### src/rtl/pp_pkg.sv
package pp_pkg;
  localparam int unsigned PP_IN_W = 16;

  typedef enum logic {
    PH_LOW  = 1'b0,
    PH_HIGH = 1'b1
  } phase_e;
endpackage

### src/rtl/pp_toggle_div.sv
module pp_toggle_div
  import pp_pkg::*;
(
  input  logic   clk,
  input  logic   rst,
  output phase_e phase_o
);
  always_ff @(posedge clk) begin
    if (rst) phase_o <= PH_LOW;
    else     phase_o <= (phase_o == PH_LOW) ? PH_HIGH : PH_LOW;
  end


  phase_flip_chk: assert property (@(posedge clk) disable iff (rst)
    1'b1 |=> (phase_o != $past(phase_o)));
endmodule

### src/rtl/pp_bit_shift.sv
module pp_bit_shift (
  input  logic clk,
  input  logic rst,
  input  logic d_i,
  output logic newer_o,
  output logic older_o
);
  always_ff @(posedge clk) begin
    if (rst) begin
      newer_o <= 1'b0;
      older_o <= 1'b0;
    end else begin
      newer_o <= d_i;
      older_o <= newer_o;
    end
  end
endmodule

### src/rtl/pp_pair_shift.sv
module pp_pair_shift #(
  parameter int unsigned W = 16
) (
  input  logic         clk,
  input  logic         rst,
  input  logic [W-1:0] word_i,
  output logic [W-1:0] newer_o,
  output logic [W-1:0] older_o
);
  for (genvar b = 0; b < W; b++) begin : g_bit
    pp_bit_shift u_bit (
      .clk     (clk),
      .rst     (rst),
      .d_i     (word_i[b]),
      .newer_o (newer_o[b]),
      .older_o (older_o[b])
    );
  end


  stage_advance_chk: assert property (@(posedge clk) disable iff (rst)
    1'b1 |=> (older_o == $past(newer_o)));
endmodule

### src/rtl/pp_out_reg.sv
module pp_out_reg
  import pp_pkg::*;
#(
  parameter int unsigned W = 16,
  localparam int unsigned OW = 2 * W
) (
  input  logic          clk,
  input  logic          rst,
  input  phase_e        phase_i,
  input  logic [W-1:0]  later_i,
  input  logic [W-1:0]  earlier_i,
  output logic [OW-1:0] word_o,
  output logic          valid_o
);
  logic primed;
  logic load;

  assign load = (phase_i == PH_LOW) && primed;

  always_ff @(posedge clk) begin
    if (rst) begin
      primed  <= 1'b0;
      word_o  <= '0;
      valid_o <= 1'b0;
    end else begin
      if (phase_i == PH_HIGH) primed <= 1'b1;
      if (load) begin
        word_o  <= {later_i, earlier_i};
        valid_o <= 1'b1;
      end
    end
  end


  hold_on_high_chk: assert property (@(posedge clk) disable iff (rst)
    (phase_i == PH_HIGH) |=> $stable(word_o));


  valid_sticky_chk: assert property (@(posedge clk) disable iff (rst)
    valid_o |=> valid_o);


  quiet_before_valid_chk: assert property (@(posedge clk) disable iff (rst)
    !valid_o |-> (word_o == '0));
endmodule

### src/rtl/pair_packer.sv
module pair_packer
  import pp_pkg::*;
#(
  parameter int unsigned IN_W = PP_IN_W,
  localparam int unsigned OUT_W = 2 * IN_W
) (
  input  logic             clk,
  input  logic             rst,
  input  logic [IN_W-1:0]  in_word,
  output logic             out_clk,
  output logic [OUT_W-1:0] out_word,
  output logic             out_valid
);
  phase_e            phase;
  logic [IN_W-1:0]   newer;
  logic [IN_W-1:0]   older;

  pp_toggle_div u_div (
    .clk     (clk),
    .rst     (rst),
    .phase_o (phase)
  );

  pp_pair_shift #(.W(IN_W)) u_shift (
    .clk     (clk),
    .rst     (rst),
    .word_i  (in_word),
    .newer_o (newer),
    .older_o (older)
  );

  pp_out_reg #(.W(IN_W)) u_out (
    .clk       (clk),
    .rst       (rst),
    .phase_i   (phase),
    .later_i   (newer),
    .earlier_i (older),
    .word_o    (out_word),
    .valid_o   (out_valid)
  );

  assign out_clk = (phase == PH_HIGH);


  reset_clears_chk: assert property (@(posedge clk)
    $past(rst) |-> (!out_clk && !out_valid && out_word == '0));


  load_on_rise_chk: assert property (@(posedge clk) disable iff (rst)
    (out_word != $past(out_word)) |-> $rose(out_clk));
endmodule

### config.mk
export PLATFORM = sky130hd
export DESIGN_NAME = pair_packer
export DESIGN_NICKNAME = d
export VERILOG_FILES = /design/src/rtl/pp_pkg.sv /design/src/rtl/pp_toggle_div.sv /design/src/rtl/pp_bit_shift.sv /design/src/rtl/pp_pair_shift.sv /design/src/rtl/pp_out_reg.sv /design/src/rtl/pair_packer.sv
export SDC_FILE = /design/constraint.sdc
export NUM_CORES = 1
export LEC_CHECK = 0
export CORE_ASPECT_RATIO = 0.6
export CORE_MARGIN = 5
export CORE_UTILIZATION = 49
export CTS_CLUSTER_DIAMETER = 60
export DETAILED_ROUTE_END_ITERATION = 8
export PLACE_DENSITY_LB_ADDON = 0.2
export SKIP_LAST_GASP = 1
export SYNTH_ARGS = -nofsm -noshare
export SYNTH_HDL_FRONTEND = slang
export SYNTH_SLANG_ARGS = --single-unit
### constraint.sdc
create_clock -name clk -period 2 [get_ports clk]
set_clock_uncertainty 0.15 [all_clocks]
set_input_delay 0.2 -clock clk [delete_from_list [all_inputs] [get_ports clk]]
set_output_delay 0.2 -clock clk [all_outputs]
set_load 0.01 [all_outputs]
==> metrics <==
DP HPWL=2.91 mm; antenna violations before repair=0; CP bufs+invs=1; CP cell instances=clkdlybuf4s50_1; die area=6330 µm²; Yosys reg bits=67; GRT overflow=0; Post-Synthesis Net Count=219; Core Area=4610 µm²; Starting Density=51.0%; setup TNS=0 ns; io pins=52; post-cts resize count=0; Yosys warnings=0; R2R depth=3; Post-DP Area=2890 µm²; Fin. Hold Viols=0; CTS buffer count=9; Avg Cell Area, Syn=11.7 µm²; fillers=361; final setup fails=0; Worst Hold Path Cells=2; Vias/cell=4.57; Mapped Cells=201; antenna-violating nets left=0; root buf cell=clkbuf_8; delay of the slowest critical-path stage=0.60 ns; Final period util=86.0%; Worst R2R Setup Slack=0.55 ns; cell area after synthesis=2350 µm²; Setup crit end kind=primary output; status=complete, no violations; Total GRT Usage=14.2%; CP required=1.65 ns; Hold Path Class=in -> reg; share of layout cells above drive strength 1=15.8%; Skew-Pair Late Insertion Delay=0.34 ns; first-pass GRT wire length=6.70 mm; post-route cell area=3100 µm²; via count=1,472; drc violations=0; synth unique cells=18; RSZ-0062 raised after global routing=no; WS Path Type=reg -> out; slowest CP cell=clkdlybuf4s50_1; WL/cell=13.0 µm; Hold Slack=0.0948 ns; R2R Path Start=u_out.primed; Peak supply drop=0.000548 V; largest fanout on the critical path=9; register area share after synthesis=57.0%; H-tree depth=3; max-cap violations=0; most frequent cells in the layout=67 x dfxtp_1, 50 x clkdlybuf4s50_1, 48 x nor2b_1; worst slew pin tran=0.333 ns; largest net degree at the start of global routing=23; clk slew on worst S/H paths=0.07 ns; Tmin final=1.72 ns; min-delay src=rst; Hold Path End=u_shift.g_bit[8].u_bit.newer_o; row cnt=19; crit path DAT=1.37 ns; DRT Wirelength=4.18 mm; vias in the first global route=1,398; DR pass1 iterations=4; Setup Buffers After CTS=0; crit start category=flip-flop; ant diodes=0; PortBufs=51; relative slew slack=77.8%; LEAKAGE=1.18 nW; Reg2Reg Capture Point=u_out.word_o[10]; Worst Setup SP=u_div.phase_o; Max Freq=582 MHz; most common cell after layout, fill and taps aside=dfxtp_1; CP delay by family, top=buffers and inverters; Pwr per Cell Area=904 nW/µm²; die width=99.4 µm; cts hold-fix bufs=0; final net count=272; gpl congestion=0.741; DIE HEIGHT=63.7 µm; clock sink total=67; DR iter-0 viols=34; clock tree buffer depth=2; fin. max-slew vios=0; area grow syn2layout=32.0%; CTS tree=built
kinds of logic (layout without fill, tap and decap cells):
logic type,after synthesis,after routing,synth area share [%]
simple gates,85,85,26.1
flops,67,67,57.0
compound gates,17,17,3.62
mux,16,16,9.10
buf+inv,16,74,4.15
routing by layer:
metal | part of all wire [%] | vias up | global-route usage, %
met4 | 1.4 | 0 | 6.64
met5 | 0 | - | 0
met3 | 8.6 | 4 | 7.94
met2 | 39 | 46 | 18.3
met1 | 51 | 658 | 18.9
li1 | - | 764 | -
synthesized netlist by cell type (all sizes together):
cell / instances / share of area, %
a21oi: 1 / 0.21
and2b: 1 / 0.37
buf: 6 / 2.4
clkbuf: 9 / 1.5
dfxtp: 67 / 57
inv: 1 / 0.16
mux2: 16 / 9.1
nand2b: 17 / 4.8
nand4bb: 12 / 5.7
nor2: 3 / 0.48
nor2b: 48 / 13
o21ai: 16 / 3.4
or4bb: 4 / 1.9
through the flow:
step	power, W	utilization, %	setup slack [ns]	cells
CTS	0.00283	67.3	0.270	322
detailed placement	0.00164	62.6	0.545	306
global placement	0.00164	62.6	0.570	306
global route	0.00292	67.3	0.194	322
finish	0.00281	67.3	0.281	322
floorplan	0.00156	-	0.558	201
where the power goes:
part           leakage (nW)  internal (W)  switching (W)
clock network         0.101      0.000696       0.000496
registers             0.549       0.00138      0.0000219
logic                 0.533      0.000124      0.0000827
state kept, by name (all words and copies together) (netlist names):
signal	count
u_shift.g_bit.u_bit.older_o	16
u_out.word_o	32
u_out.primed	1
u_out.valid_o	1
u_shift.g_bit.u_bit.newer_o	16
u_div.phase_o	1
worst max path at each step:
stage                             to  slack (ns)  cells after the start
floorplan           u_out.word_o[21]        0.56                      5
detailed placement  u_out.word_o[26]        0.55                      4
global route                 out_clk        0.19                      1
CTS                          out_clk        0.27                      1
global placement    u_out.word_o[19]        0.57                      4
finish                       out_clk        0.28                      1
area by class of cell:
type | instances | area (µm²) | share of cell area, %
Sequential cell | 67 | 1340 | 43.2
Multi-Input combinational cell | 118 | 913 | 29.4
Timing Repair Buffer | 57 | 551 | 17.7
Clock buffer | 9 | 124 | 3.99
Clock inverter | 7 | 92.6 | 2.98
Tap cell | 63 | 78.8 | 2.54
Inverter | 1 | 3.75 | 0.121
Note: power is estimated with default switching activity, not from simulation.
